<file path="src/rtl/burst_pulser.sv">
module burst_pulser #(
  parameter int CNT_W = 16,
  parameter int NSRC  = 4,
  parameter int DLY_W = 4,
  localparam int SEL_W = $clog2(NSRC),
  localparam int DMAX  = (1 << DLY_W) - 1
) (
  input  logic             clk,
  input  logic             rst_n,
  input  logic [CNT_W-1:0] cfg_start_wait,
  input  logic [CNT_W-1:0] cfg_width,
  input  logic [CNT_W-1:0] cfg_gap,
  input  logic [CNT_W-1:0] cfg_limit,
  input  logic [DLY_W-1:0] cfg_delay,
  input  logic             cfg_loop,
  input  logic             cfg_veto,
  input  logic [SEL_W-1:0] cfg_gate_sel,
  input  logic             cfg_kill_en,
  input  logic [SEL_W-1:0] cfg_kill_sel,
  input  logic [NSRC-1:0]  gate_in,
  input  logic [NSRC-1:0]  kill_in,
  input  logic             hold_low,
  output logic             pulse_out,
  output logic             limit_hit
);

  typedef enum logic [2:0] {ST_IDLE, ST_WAIT, ST_PULSE, ST_GAP, ST_DONE} state_t;

  state_t           st;
  logic [CNT_W-1:0] cnt, pcount;
  logic             wrap_q;
  logic [DMAX-1:0]  dline;

  logic [CNT_W-1:0] sh_start, sh_width, sh_gap, sh_limit;
  logic [DLY_W-1:0] sh_delay;
  logic             sh_loop, sh_veto, sh_kill_en;
  logic [SEL_W-1:0] sh_gate_sel, sh_kill_sel;

  wire idle = (st == ST_IDLE);

  wire [CNT_W-1:0] k_start    = idle ? cfg_start_wait : sh_start;
  wire [CNT_W-1:0] k_width    = idle ? cfg_width      : sh_width;
  wire [CNT_W-1:0] k_gap      = idle ? cfg_gap        : sh_gap;
  wire [CNT_W-1:0] k_limit    = idle ? cfg_limit      : sh_limit;
  wire [DLY_W-1:0] k_delay    = idle ? cfg_delay      : sh_delay;
  wire             k_loop     = idle ? cfg_loop       : sh_loop;
  wire             k_veto     = idle ? cfg_veto       : sh_veto;
  wire             k_kill_en  = idle ? cfg_kill_en    : sh_kill_en;
  wire [SEL_W-1:0] k_gate_sel = idle ? cfg_gate_sel   : sh_gate_sel;
  wire [SEL_W-1:0] k_kill_sel = idle ? cfg_kill_sel   : sh_kill_sel;

  wire run_ok = gate_in[k_gate_sel] ^ k_veto;
  wire kill   = k_kill_en & kill_in[k_kill_sel];

  wire [CNT_W-1:0] pcount_nx = pcount + 1'b1;
  wire             last      = (k_limit != '0) && (pcount_nx == k_limit);
  wire             raw       = (st == ST_PULSE);

  always_ff @(posedge clk or negedge rst_n) begin
    if (!rst_n) begin
      sh_start    <= '0;
      sh_width    <= '0;
      sh_gap      <= '0;
      sh_limit    <= '0;
      sh_delay    <= '0;
      sh_loop     <= 1'b0;
      sh_veto     <= 1'b0;
      sh_kill_en  <= 1'b0;
      sh_gate_sel <= '0;
      sh_kill_sel <= '0;
    end else if (idle) begin
      sh_start    <= cfg_start_wait;
      sh_width    <= cfg_width;
      sh_gap      <= cfg_gap;
      sh_limit    <= cfg_limit;
      sh_delay    <= cfg_delay;
      sh_loop     <= cfg_loop;
      sh_veto     <= cfg_veto;
      sh_kill_en  <= cfg_kill_en;
      sh_gate_sel <= cfg_gate_sel;
      sh_kill_sel <= cfg_kill_sel;
    end
  end

  always_ff @(posedge clk or negedge rst_n) begin
    if (!rst_n) begin
      st     <= ST_IDLE;
      cnt    <= '0;
      pcount <= '0;
      wrap_q <= 1'b0;
    end else begin
      wrap_q <= 1'b0;
      if (!run_ok) begin
        st     <= ST_IDLE;
        pcount <= '0;
      end else begin
        case (st)
          ST_IDLE: if (k_width != '0) begin
            pcount <= '0;
            if (k_start != '0) begin
              st  <= ST_WAIT;
              cnt <= k_start - 1'b1;
            end else begin
              st  <= ST_PULSE;
              cnt <= k_width - 1'b1;
            end
          end
          ST_WAIT: if (cnt == '0) begin
            st  <= ST_PULSE;
            cnt <= k_width - 1'b1;
          end else cnt <= cnt - 1'b1;
          ST_PULSE: if (cnt == '0 || kill) begin
            if (last) begin
              pcount <= '0;
              if (k_loop) begin
                wrap_q <= 1'b1;
                if (k_start != '0) begin
                  st  <= ST_WAIT;
                  cnt <= k_start - 1'b1;
                end else begin
                  st  <= ST_PULSE;
                  cnt <= k_width - 1'b1;
                end
              end else st <= ST_DONE;
            end else begin
              pcount <= pcount_nx;
              if (k_gap != '0) begin
                st  <= ST_GAP;
                cnt <= k_gap - 1'b1;
              end else cnt <= k_width - 1'b1;
            end
          end else cnt <= cnt - 1'b1;
          ST_GAP: if (cnt == '0) begin
            st  <= ST_PULSE;
            cnt <= k_width - 1'b1;
          end else cnt <= cnt - 1'b1;
          default: st <= ST_DONE;
        endcase
      end
    end
  end

  always_ff @(posedge clk or negedge rst_n) begin
    if (!rst_n)       dline <= '0;
    else if (!run_ok) dline <= '0;
    else              dline <= {dline[DMAX-2:0], raw};
  end

  wire delayed = (k_delay == '0) ? raw : dline[k_delay - 1'b1];

  assign pulse_out = delayed & ~hold_low;
  assign limit_hit = (st == ST_DONE) | wrap_q;

  assert_limit_bound_R4: assert property (@(posedge clk) disable iff (!rst_n)
    (k_limit != '0) |-> (pcount < k_limit));

  assert_done_hold_R4: assert property (@(posedge clk) disable iff (!rst_n)
    (st == ST_DONE && run_ok) |=> (st == ST_DONE));

  assert_first_wait_R1: assert property (@(posedge clk) disable iff (!rst_n)
    (st == ST_PULSE && $past(st) == ST_IDLE) |-> ($past(k_start) == '0));

  assert_zero_width_R10: assert property (@(posedge clk) disable iff (!rst_n)
    (idle && k_width == '0) |=> (st == ST_IDLE));

  assert_abort_R11: assert property (@(posedge clk) disable iff (!rst_n)
    !run_ok |=> (st == ST_IDLE && pcount == '0));

  assert_loop_restart_R6: assert property (@(posedge clk) disable iff (!rst_n)
    wrap_q |-> (st == ST_WAIT || st == ST_PULSE));

endmodule

</file>
<file path="config.mk">
export PLATFORM = sky130hd
export DESIGN_NAME = burst_pulser
export DESIGN_NICKNAME = d
export VERILOG_FILES = /design/src/rtl/burst_pulser.sv
export SDC_FILE = /design/constraint.sdc
export NUM_CORES = 1
export LEC_CHECK = 0
export ABC_AREA = 1
export BUFFER_PORTS_ARGS = -buffer_cell sky130_fd_sc_hd__buf_4
export CORE_MARGIN = 1.5
export CORE_UTILIZATION = 35
export CTS_CLUSTER_DIAMETER = 40
export DETAILED_ROUTE_END_ITERATION = 8
export GPL_TIMING_DRIVEN = 1
export SETUP_SLACK_MARGIN = 0.2
export SYNTH_ARGS = -nofsm -noshare
export SYNTH_HDL_FRONTEND = slang
export SYNTH_SLANG_ARGS = --single-unit
</file>
<file path="constraint.sdc">
create_clock -name clk -period 4.56 [get_ports clk]
set_input_delay 1.368 -clock clk [delete_from_list [all_inputs] [get_ports clk]]
set_output_delay 1.368 -clock clk [all_outputs]
set_load 0.005 [all_outputs]
</file>
## Word level (Yosys, flattened, before mapping)

Cells that the tools add are included.

- Add/subtract/negate cells: 6
- $lt $le $gt $ge: 3
- Equality and inequality tests: 12
- Muxes and demuxes: 45
- Bitwise logic cells: 5
- Reductions and logical operators: 14

Operators with widths:

| operator | number |
|---|---|
| 16-bit two-way mux | 15 |
| 16-bit nonzero test | 4 |
| 16-bit by 1-bit subtractor with 16-bit output (second input constant) | 4 |
| 16-bit one-hot mux with 3 select lines | 1 |
| 16-bit one-hot mux with 2 select lines | 1 |
| 3-bit two-way mux | 7 |
| 16-bit by 1-bit adder with 16-bit output (second input constant) | 1 |
| 16-bit == test | 1 |
| 16-bit logical NOT | 1 |
| 15-bit two-way mux | 1 |
| 1-bit two-way mux | 12 |
| 3-bit by 2-bit inequality test with 1-bit output (second input constant) | 4 |
| 3-bit one-hot mux with 3 select lines | 1 |
| 4-bit AND reduction | 2 |
| 3-bit by 2-bit == test with 1-bit output (second input constant) | 2 |
| 2-bit by 3-bit < comparator with 1-bit output (second input constant) | 2 |
| 2-bit two-way mux | 3 |
| 4-bit by 5-bit < comparator with 1-bit output (second input constant) | 1 |
| 1-bit binary-select mux with 2-bit select | 2 |
| 1-bit binary-select mux with 4-bit select | 1 |
| 4-bit logical NOT | 1 |
| 4-bit two-way mux | 1 |
| 4-bit by 3-bit inequality test with 1-bit output (second input constant) | 1 |
| 4-bit inequality test (second input constant) | 1 |
| 14 further kinds | 15 |

- Bits in registers: 126
- Input bits: 86

## Longest topological paths before layout

Gate-level depths: netlist of the first run.

- Depth after elaboration: 9
- Gate-level depth with buffers: 22

## Worst setup path before layout of the first run

No wires, ideal clock.

- Path type: input to output
- Start: input cfg_delay[0]
- End: output pulse_out
- Data arrival time: 2.700 ns
- Required time: 3.192 ns
- Setup slack: 0.492 ns
- Cell stages on the path: 11
- Path buffers: 1
- Path through: inv_1 -> nand2_1 -> nand2_1 -> buf_2 -> ha_1 -> inv_1 -> o211ai_1 -> o21ai_0 -> o211ai_1 -> nand2_1 -> a211oi_1

- Word-level cells in the longest chain between the ends: 6
- Elaborated cells on any way between the ends: 7

RTL lines:

| what | line | source |
|---|---|---|
| start: declaration | 14 | `input logic [DLY_W-1:0] cfg_delay,` |
| 4-bit two-way mux (*) | - |  |
| 4-bit by 1-bit subtractor with 4-bit output | 149 | `wire delayed = (k_delay == '0) ? raw : dline[k_delay - 1'b1];` |
| 1-bit binary-select mux with 4-bit select | 149 |  |
| 1-bit two-way mux (implied by the code) | 149 |  |
| 1-bit two-way mux (*) | 149 |  |
| 1-bit bitwise AND (*) | 151 | `assign pulse_out = delayed & ~hold_low;` |
| end: declaration | 23 | `output logic pulse_out,` |

Every way passes the cells marked *; elsewhere a longest branch is shown, timed or not. The select of a mux whose other input is x is not followed.

## Worst setup path after layout of the first run

- Start: input cfg_delay[0]
- End: output pulse_out

- Word-level cells in the longest chain between the ends: 6
- Elaborated cells on any way between the ends: 7

RTL lines:

| what | line | source |
|---|---|---|
| 4-bit two-way mux (*) | - |  |
| named net k_delay[0] | 45 | `wire [DLY_W-1:0] k_delay = idle ? cfg_delay : sh_delay;` |
| 4-bit by 1-bit subtractor with 4-bit output | 149 |  |
| 1-bit binary-select mux with 4-bit select | 149 |  |
| 1-bit two-way mux (implied by the code) | 149 |  |
| 1-bit two-way mux (*) | 149 |  |
| 1-bit bitwise AND (*) | 151 |  |

The timed path passes the listed nets; every way through them passes the cells marked *. The select of a mux whose other input is x is not followed.

==> results of run 1 <==
[critical path: cells and delay by family]
kind / cells / cell delay (ps)
AOI/OAI and AO/OA: 4 / 640
and+or+nand+nor: 3 / 240
buffers and inverters: 5 / 610
[cells by family after synthesis]
logic type / Yosys count / share of synthesized area (%)
AOI/OAI and AO/OA: 109 / 6.14
xor gates and xnor gates: 29 / 2.56
adders and majority gates: 10 / 1.26
buffers and inverters: 285 / 11.6
DFF: 126 / 31.8
and+or+nand+nor: 1084 / 46.7
[how the worst min path moves through the flow]
stage	start	to	slack [ps]	depth (start not counted)
final	sh_kill_en$_DFF_PN0_	sh_kill_en$_DFF_PN0_	480	2
after global placement	sh_gap[7]$_DFF_PN0_	sh_gap[7]$_DFF_PN0_	450	2
after global routing	sh_kill_en$_DFF_PN0_	sh_kill_en$_DFF_PN0_	500	2
after floorplan	sh_gap[7]$_DFF_PN0_	sh_gap[7]$_DFF_PN0_	440	2
after detailed placement	sh_kill_en$_DFF_PN0_	sh_kill_en$_DFF_PN0_	460	2
after CTS	sh_gap[7]$_DFF_PN0_	sh_gap[7]$_DFF_PN0_	480	2
[through the flow]
| stage | hold slack (ps) | total power (W) |
|---|---|---|
| after CTS | 480 | 0.00852 |
| after global placement | 455 | 0.00697 |
| after detailed placement | 462 | 0.00704 |
| after global routing | 498 | 0.00941 |
| after floorplan | 442 | 0.00562 |
| final | 479 | 0.00854 |
[sequential cells by signal (all words and copies together) (netlist names)]
name	count
cnt	16
pcount	16
sh_gap	16
sh_limit	16
sh_start	16
sh_width	16
dline	15
sh_delay	4
st	3
sh_gate_sel	2
sh_kill_sel	2
sh_kill_en	1
sh_loop	1
sh_veto	1
wrap_q	1
[cell type report]
class	count	area [um^2]	area share, %
flip-flops and latches	126	3150	27.2
well taps	378	473	4.08
clock buffers	18	439	3.79
repair buffers	102	807	6.97
clock inverters	14	170	1.47
multi-input cells	1232	5650	48.8
inverters	236	886	7.65
[power by group through the flow]
stage / sequential [W] / clock, W / combinational (W)
6_report: 0.00180 / 0.00145 / 0.00529
5_1_grt: 0.00184 / 0.00153 / 0.00604
4_1_cts: 0.00179 / 0.00148 / 0.00525
3_5_place_dp: 0.00181 / 0 / 0.00523
3_3_place_gp: 0.00180 / 0 / 0.00518
2_1_floorplan: 0.00176 / 0 / 0.00386
[cells in the final DEF, fill, tap and decap left out, types with 2 or more instances in the layout]
cell type / synthesis / layout
a211oi_1: 3 / 3
a21oi_1: 8 / 8
buf_12: 0 / 3
buf_4: 6 / 98
bufinv_16: 0 / 2
clkbuf_16: 0 / 17
clkinv_4: 0 / 2
clkinvlp_4: 0 / 2
dfrtp_1: 126 / 125
ha_1: 10 / 9
inv_1: 226 / 226
inv_2: 9 / 9
inv_6: 0 / 5
inv_8: 0 / 3
nand2_1: 647 / 647
nand2_2: 5 / 4
nand3_1: 189 / 189
nand3b_1: 45 / 45
nand4_1: 17 / 17
nor2_1: 143 / 142
nor2_2: 12 / 13
nor3_1: 12 / 11
nor4_1: 4 / 4
o211ai_1: 12 / 12
o21ai_0: 42 / 42
o21ai_1: 28 / 27
o21bai_1: 3 / 3
o22ai_1: 11 / 11
or2_2: 6 / 6
xnor2_1: 9 / 9
xor2_1: 20 / 20
[routing by layer]
| layer | up-vias | global-route usage [%] |
|---|---|---|
| met3 | 48 | 2.83 |
| li1 | 5266 | - |
| met2 | 305 | 37.4 |
| met5 | - | 0 |
| met4 | 0 | 6.48 |
| met1 | 4768 | 29.3 |
[timing repair]
item                       CTS  global route
setup endpoints to repair    0             1
gates resized for setup      0             5
setup buffers                0             1
==> flow_summary.json, run 1 <==
{
  "post_synth_num_cell_types": 36,
  "data_arrival_at_the_endpoint_of_the_critical_path_ps": 2860,
  "yosysSeqAreaShare_pct": 31.8,
  "yosysWarningCount": 0,
  "layout-area-overhead-vs-synth_pct": 16.7,
  "synth_largest_type_area_fraction_pct": 31.8,
  "post-route-cell-area_mm2": 0.0116,
  "clock_tree.buffer_depth": 2,
  "cp_slowest_stage_delay_ps": 230,
  "rr_endpoint": "pcount[4]$_DFFE_PN0P_",
  "ys_ff_latch": 126,
  "drt_iter0_markers": 770,
  "preCtsSetupSlack_ps": 282,
  "maxcap_violations": 0,
  "power.net_switching_w": 0.00453,
  "die_h_um": 171,
  "power_leakage_nw": 6.08,
  "placement.cell_area_mm2": 0.0109,
  "required_ps": 3190,
  "final_cells": 2106,
  "top_layer": "met4",
  "via_count_of_the_routed_design": 10400,
  "cts.htree.levels": 4,
  "setup.worst_path.end_class": "output pin",
  "totalNegativeSetupSlack_ps": 0,
  "worstSetupPathType": "primary input to output pin",
  "route.antenna.remaining_nets": 0,
  "die_x_um": 171,
  "critical_path.max_fanout": 13,
  "post_layout_utilization_of_the_core_pct": 41.6,
  "drive_above_1_share_pct": 10.1,
  "cts_sinks": 126,
  "yosys.area.top_type": "dfrtp_1",
  "setup.worst_path.start": "cfg_delay[0]",
  "placer_congestion": 0.944,
  "post-synth-top-count-cell": "nand2_1",
  "final.min_clock_period_ps": 4220,
  "initial_antenna_violation_count": 0,
  "syn_inst": 1643,
  "grt_start_max_net_pins": 121,
  "power_report.internal_total_w": 0.00400,
  "grtUsageTotal_pct": 22.1,
  "termination_of_the_worst_setup_path": "pulse_out",
  "timing.max_slew.rel_slack_pct": 34.8,
  "synth_edf_count": 0,
  "cts_hold_repair.buffers": 0,
  "nets": 1811,
  "placedCellCount": 2073,
  "starting_utilization_of_the_core_area_pct": 35.6,
  "routed_wire_length_per_instance_um": 14.7,
  "power.share.switching_pct": 53.1,
  "top_level_ports": 88,
  "timing.critical_path.cells": "buf_4, inv_1, nand2_1, nand2_1, buf_4, inv_1, o21ai_0, o22ai_1, o211ai_1, nand2_1, a211oi_1, buf_4",
  "ys_top_cells_by_count": "647 x nand2_1, 226 x inv_1, 189 x nand3_1",
  "core_area_mm2": 0.0279,
  "wire_length_of_the_first_global_routing_pass_um": 50800,
  "timing_max_transition_violations_final": 0,
  "reg2regPathDepth": 13,
  "synth_nets": 1739,
  "finalSetupViolCount": 0,
  "ys_async_sr_fraction_pct": 100,
  "fill_cells": 3029,
  "detailedRoute.firstPassIterationCount": 5,
  "path_clk_slew_ps": 70,
  "run_status": "finished clean",
  "viasPerCell": 4.93,
  "post-route-worst-setup-slack_ps": 336,
  "antennaDiodeCount": 0,
  "timing.rr.start": "st[2]$_DFFE_PN0P_",
  "cts-root-buf": "clkbuf_16",
  "cp_slowest_cell": "a211oi_1",
  "tritoncts_clock_tree": "done",
  "route.met3.wl_um": 1470,
  "vdd_ir_drop_max_uv": 374,
  "io_buffer_count": 87,
  "final.period_utilization_pct": 92.6,
  "core.rowCount": 61,
  "worst_pin_slew_ps": 978,
  "tritoncts.num_buffers": 17,
  "global_route.overflow_total": 0,
  "post_synth_main_area_contributors": "dfrtp_1 32%, nand2_1 24%, nand3_1 9.5%, inv_1 8.6%, nor2_1 5.4%",
  "routed_wirelength_um": 30900,
  "ff2ff_setup_slack_ps": 1100,
  "sort_of_element_at_the_start_of_the_critical_path": "primary input",
  "synth.avg_cell_area_um2": 6.04,
  "p_seq_share_pct": 21.0,
  "first_global_vias": 9969,
  "power.density_mw_per_mm2": 737,
  "grt_setup_unrepaired": "false",
  "dominantRegCellSynth": "dfrtp_1",
  "syn-cell-area_mm2": 0.00992,
  "amount_of_wire_on_met2_after_detailed_routing_um": 14500,
  "worst_clock_skew_ps": 16.5,
  "clkPwrFrac_pct": 17.0,
  "worstHoldPathType": "register to register",
  "detail_route.drc_violations": 0,
  "dp_hpwl_um": 23000,
  "combinationalPowerShare_pct": 62.0,
  "achievable-frequency_ghz": 0.237,
  "drt-met1-wl_um": 14300,
  "die_area_mm2": 0.0294,
  "clk-insertion-delay-late_ps": 440,
  "hold_viol": 0
}
No activity file was read; power rests on OpenSTA's default activity.
==> run 2, diff against run 1 <==
Settings changed: TNS_END_PERCENT set to 30.
Clock period 4.56 ns to 4.31 ns, I/O delays scaled along.
==> run 2 against run 1 <==
Compared with the run above:
- via count decreased by 0.19%
- sequential share of layout area about the same
- die area unchanged
- final cell count about the same
- final area increased by 0.11%
- clock power increased by 8%
- highest routed layer unchanged
==> flow_summary.json, run 2 (same netlist as run 1, synthesis figures left out) <==
{
  "timing.hold.worst_endpoint": "sh_gap[7]$_DFF_PN0_",
  "wire_length_of_the_first_global_routing_pass_um": 50100,
  "hold_viol": 0,
  "setup.worst_path.end_class": "output pin",
  "run_status": "finished clean",
  "post_layout_utilization_of_the_core_pct": 41.6,
  "most-common-layout-cells": "645 x nand2_1, 225 x inv_1, 189 x nand3_1, 141 x nor2_1, 126 x dfrtp_1",
  "drt_iter0_markers": 738,
  "clock_tree.buffer_depth": 2,
  "initial_antenna_violation_count": 0,
  "tritoncts_clock_tree": "done",
  "layout_commonest_cell": "nand2_1",
  "data_arrival_at_the_endpoint_of_the_critical_path_ps": 2740,
  "design_power_total_w": 0.00910,
  "totalNegativeSetupSlack_ps": 0,
  "detailedRoute.firstPassIterationCount": 6,
  "first_global_vias": 9647,
  "worstHoldPathType": "register to register",
  "hold_start": "sh_gap[7]$_DFF_PN0_",
  "timing.critical_path.cells": "buf_4, inv_1, nand2_1, nand2_2, ha_4, inv_1, o211ai_1, o21ai_0, o211ai_1, nand2_1, a211oi_2, buf_4",
  "detail_route.drc_violations": 0,
  "grtUsageTotal_pct": 21.9,
  "final.period_utilization_pct": 93.5,
  "global_route.overflow_total": 0,
  "routed_wire_length_per_instance_um": 14.8,
  "power.share.switching_pct": 52.9,
  "final.min_clock_period_ps": 4030,
  "routed_wirelength_um": 31100,
  "power.density_mw_per_mm2": 785,
  "ff2ff_setup_slack_ps": 650,
  "use_met1_pct": 29.6,
  "clkPwrFrac_pct": 17.1,
  "top_level_ports": 88,
  "die_x_um": 171,
  "power.net_switching_w": 0.00482,
  "starting_utilization_of_the_core_area_pct": 35.6,
  "groute.layer.met3.usage_pct": 3.24,
  "antennaDiodeCount": 0,
  "path_clk_slew_ps": 70,
  "power_leakage_nw": 6.07,
  "sort_of_element_at_the_start_of_the_critical_path": "primary input",
  "grt_setup_unrepaired": "true",
  "placement.cell_area_mm2": 0.0109,
  "clk-insertion-delay-late_ps": 430,
  "cts.htree.levels": 4,
  "power_report.internal_total_w": 0.00429,
  "io_buffer_count": 87,
  "cts-root-buf": "clkbuf_16",
  "required_ps": 3020,
  "fill_cells": 3022,
  "layout-area-overhead-vs-synth_pct": 16.9,
  "timing.rr.start": "st[1]$_DFFE_PN0P_",
  "vdd_ir_drop_max_uv": 331,
  "worst_pin_slew_ps": 804,
  "cts_sinks": 126,
  "maxcap_violations": 0,
  "worstSetupPathType": "primary input to output pin",
  "critical_path.max_fanout": 5,
  "timing_max_transition_violations_final": 0,
  "core_area_mm2": 0.0279,
  "cp_slowest_cell": "ha_4",
  "die_h_um": 171,
  "worst_clock_skew_ps": 9.74,
  "via_count_of_the_routed_design": 10400,
  "combinationalPowerShare_pct": 62.0,
  "dp_hpwl_um": 23000,
  "drive_above_1_share_pct": 10.3,
  "reg2regPathDepth": 16,
  "die_area_mm2": 0.0294,
  "tritoncts.num_buffers": 17,
  "min_delay_path_depth": 2,
  "cp_slowest_stage_delay_ps": 300,
  "rr_endpoint": "cnt[0]$_DFFE_PN0P_",
  "core.rowCount": 61,
  "achievable-frequency_ghz": 0.248,
  "timing.max_slew.rel_slack_pct": 46.3,
  "nets": 1809,
  "route.antenna.remaining_nets": 0,
  "placer_congestion": 0.920,
  "viasPerCell": 4.93,
  "grt-busiest-layer": "met2",
  "post-route-cell-area_mm2": 0.0116,
  "met2_capacity_usage_during_global_routing_pct": 36.7,
  "p_seq_share_pct": 20.9,
  "finalSetupViolCount": 0,
  "grt_start_max_net_pins": 118
}
-- run 2: cell types whose count changed in the layout (fill, tap and decap cells not counted), moves of 2 or more --
cell,delta
inv_6,-2
nand2_1,-2
o21ai_2,+2
clkinv_4,+2
nand2_2,+2
buf_4,-3
inv_8,-2
-- run 2: metal layers --
metal,vias to the layer above,part of all wire [%]
li1,5283,-
met1,4804,47
met2,248,47
met3,32,4.8
met4,0,1.3
met5,-,0
-- run 2: area by class of cell --
class | instances | area, um^2 | share of cell area [%]
Clock inverter | 14 | 185 | 1.60
Clock buffer | 18 | 429 | 3.70
Timing Repair Buffer | 100 | 796 | 6.86
Sequential cell | 126 | 3150 | 27.2
Inverter | 236 | 886 | 7.64
Multi-Input combinational cell | 1232 | 5670 | 48.9
Tap cell | 378 | 473 | 4.08
-- run 2: what timing repair did --
item / CTS / global route
resized for setup: 2 / 11
buffers inserted: 0 / 3
pin swaps: 0 / 4
hold buffers: 0 / 0
setup endpoints to repair: 1 / 1
-- run 2: worst max path at each step --
stage | start | end | depth (start not counted)
6_report | cfg_delay[0] | pulse_out | 12
5_1_grt | cfg_delay[0] | pulse_out | 12
4_1_cts | cfg_delay[0] | pulse_out | 12
3_5_place_dp | cfg_delay[0] | pulse_out | 12
3_3_place_gp | cfg_delay[0] | pulse_out | 12
2_1_floorplan | cfg_delay[0] | pulse_out | 11
-- run 2: per-stage QoR --
step | setup WS [ps] | hold WS (ps) | std cells
floorplan | 392 | 442 | 1643
global placement | 219 | 456 | 2069
detailed placement | 235 | 459 | 2069
CTS | 219 | 477 | 2101
global route | 143 | 509 | 2104
finish | 280 | 476 | 2104
-- run 2: critical path, delay by kind of cell --
family	cells	cell delay, ps
compound gates	4	590
fa+ha+maj	1	300
buf+inv	4	330
simple gates	3	240
-- run 2: power by group through the flow --
stage                     Sequential, W  Combinational, W  Clock [W]
after floorplan                 0.00186           0.00408          0
after global routing            0.00196           0.00640    0.00164
final                           0.00190           0.00564    0.00156
after global placement          0.00190           0.00546          0
after CTS                       0.00190           0.00555    0.00159
after detailed placement        0.00191           0.00552          0
==> run 3, diff against run 2 <==
Settings changed: BUFFER_PORTS_ARGS -buffer_cell sky130_fd_sc_hd__buf_4 to -buffer_cell sky130_fd_sc_hd__buf_2.
==> run 3 against run 2 <==
Compared with the run above:
- flip-flop and latch count unchanged
- hold slack worse by 4.6 ps
- sequential power is essentially flat
- total power increased by 0.26%
- final cell count hardly changed
- register-to-register slack gained 230 ps
- clock power is 4% higher
- setup slack improved by 51 ps
- via count is 0.29% higher
- non-clock buffer count is 1 lower
- sequential share of layout area is 0.47 points higher
==> flow_summary.json, run 3 (same netlist as run 1, synthesis figures left out) <==
{
  "run_status": "finished clean",
  "power_leakage_nw": 6.01,
  "timing.hold.worst_endpoint": "sh_gap[7]$_DFF_PN0_",
  "tritoncts.num_buffers": 17,
  "hold_viol": 0,
  "core_area_mm2": 0.0279,
  "ff2ff_setup_slack_ps": 880,
  "design_power_total_w": 0.00913,
  "route.met3.wl_um": 1570,
  "core.rowCount": 61,
  "worstSetupPathType": "primary input to output pin",
  "path_clk_slew_ps": 70,
  "sort_of_element_at_the_start_of_the_critical_path": "primary input",
  "cts-root-buf": "clkbuf_16",
  "via_count_of_the_routed_design": 10400,
  "drt_iter0_markers": 685,
  "worst_clock_skew_ps": 13.7,
  "cts_sinks": 126,
  "power.density_mw_per_mm2": 800,
  "fill_cells": 2987,
  "achievable-frequency_ghz": 0.251,
  "routed_wirelength_um": 31200,
  "timing.rr.start": "st[2]$_DFFE_PN0P_",
  "first_global_vias": 9863,
  "top_level_ports": 88,
  "detail_route.drc_violations": 0,
  "die_h_um": 171,
  "antennaDiodeCount": 0,
  "initial_antenna_violation_count": 0,
  "clk-insertion-delay-late_ps": 440,
  "grt_setup_unrepaired": "false",
  "cts.htree.levels": 4,
  "maxcap_violations": 0,
  "starting_utilization_of_the_core_area_pct": 35.6,
  "totalNegativeSetupSlack_ps": 0,
  "route.antenna.remaining_nets": 0,
  "nets": 1808,
  "rr_endpoint": "pcount[15]$_DFFE_PN0P_",
  "final.min_clock_period_ps": 3980,
  "layout-area-overhead-vs-synth_pct": 14.9,
  "finalSetupViolCount": 0,
  "io_buffer_count": 87,
  "grt_start_max_net_pins": 120,
  "timing.max_slew.rel_slack_pct": 46.6,
  "data_arrival_at_the_endpoint_of_the_critical_path_ps": 2690,
  "detailedRoute.firstPassIterationCount": 5,
  "dp_hpwl_um": 23100,
  "worstHoldPathType": "register to register",
  "clock_tree.buffer_depth": 2,
  "viasPerCell": 4.94,
  "die_x_um": 171,
  "final.period_utilization_pct": 92.3,
  "critical_path.max_fanout": 5,
  "setup.worst_path.end_class": "output pin",
  "most-common-layout-cells": "645 x nand2_1, 226 x inv_1, 189 x nand3_1, 142 x nor2_1, 125 x dfrtp_1",
  "reg2regPathDepth": 13,
  "global_route.overflow_total": 0,
  "worst_pin_slew_ps": 799,
  "amount_of_wire_on_met2_after_detailed_routing_um": 14700,
  "routed_wire_length_per_instance_um": 14.8,
  "die_area_mm2": 0.0294,
  "min_delay_path_depth": 2,
  "post_layout_utilization_of_the_core_pct": 40.9,
  "tritoncts_clock_tree": "done",
  "cts_hold_repair.buffers": 0,
  "vdd_ir_drop_max_uv": 399,
  "layout_commonest_cell": "nand2_1",
  "top_layer": "met4",
  "wire_length_of_the_first_global_routing_pass_um": 50800,
  "drive_above_1_share_pct": 10.2,
  "fin_worst_hold_slack_ps": 472,
  "hold_start": "sh_gap[7]$_DFF_PN0_",
  "timing_max_transition_violations_final": 0,
  "drt-met1-wl_um": 14500,
  "required_ps": 3020,
  "grtUsageTotal_pct": 22.1,
  "placer_congestion": 0.939
}
-- run 3: routing by layer --
layer  vias up  track usage (%)
met5         -                0
met4         0             5.34
met3        28             2.69
met2       279             38.1
met1      4824             29.4
li1       5266                -
-- run 3: layout make-up --
cell class / count / area (um^2) / area share [%]
multi-input combinational: 1232 / 5670 / 49.7
sequential: 126 / 3150 / 27.7
inverter: 236 / 886 / 7.77
timing repair buffer: 99 / 586 / 5.14
tap: 378 / 473 / 4.15
clock buffer: 18 / 429 / 3.76
clock inverter: 14 / 206 / 1.81
-- run 3: where the power goes --
group | switching, W | internal (W)
sequential | 0.000248 | 0.00165
clock | 0.000642 | 0.000982
combinational | 0.00393 | 0.00167
total | 0.00482 | 0.00430
-- run 3: repair_timing --
action / 4_1_cts / 5_1_grt
setup endpoints to repair: 1 / 1
pin swaps: 1 / 1
setup buffers: 0 / 1
resized for setup: 2 / 9
-- run 3: critical path, cell delays in order --
cell and delay [ps]:
buf_2 100, o21ai_2 260, ha_4 200, inv_1 80, o21ai_0 80, o22ai_1 90
o211ai_1 180, nand2_1 90, a211oi_2 170, buf_2 130
-- run 3: through the flow --
step / setup slack, ps / instances / area [um^2]
global route: 214 / 2103 / 11400
CTS: 227 / 2102 / 11400
detailed placement: 191 / 2070 / 10700
floorplan: 392 / 1643 / 9920
finish: 331 / 2103 / 11400
global placement: 263 / 2070 / 10700
-- run 3: worst max-delay path by stage --
stage / from / to / slack [ps] / cells after the start
after floorplan: cfg_delay[0] / pulse_out / 390 / 11
after detailed placement: cfg_delay[1] / pulse_out / 190 / 10
final: cfg_delay[1] / pulse_out / 330 / 10
after global routing: st[1]$_DFFE_PN0P_ / pulse_out / 210 / 14
after global placement: cfg_delay[1] / pulse_out / 260 / 10
after CTS: st[0]$_DFFE_PN0P_ / pulse_out / 230 / 14
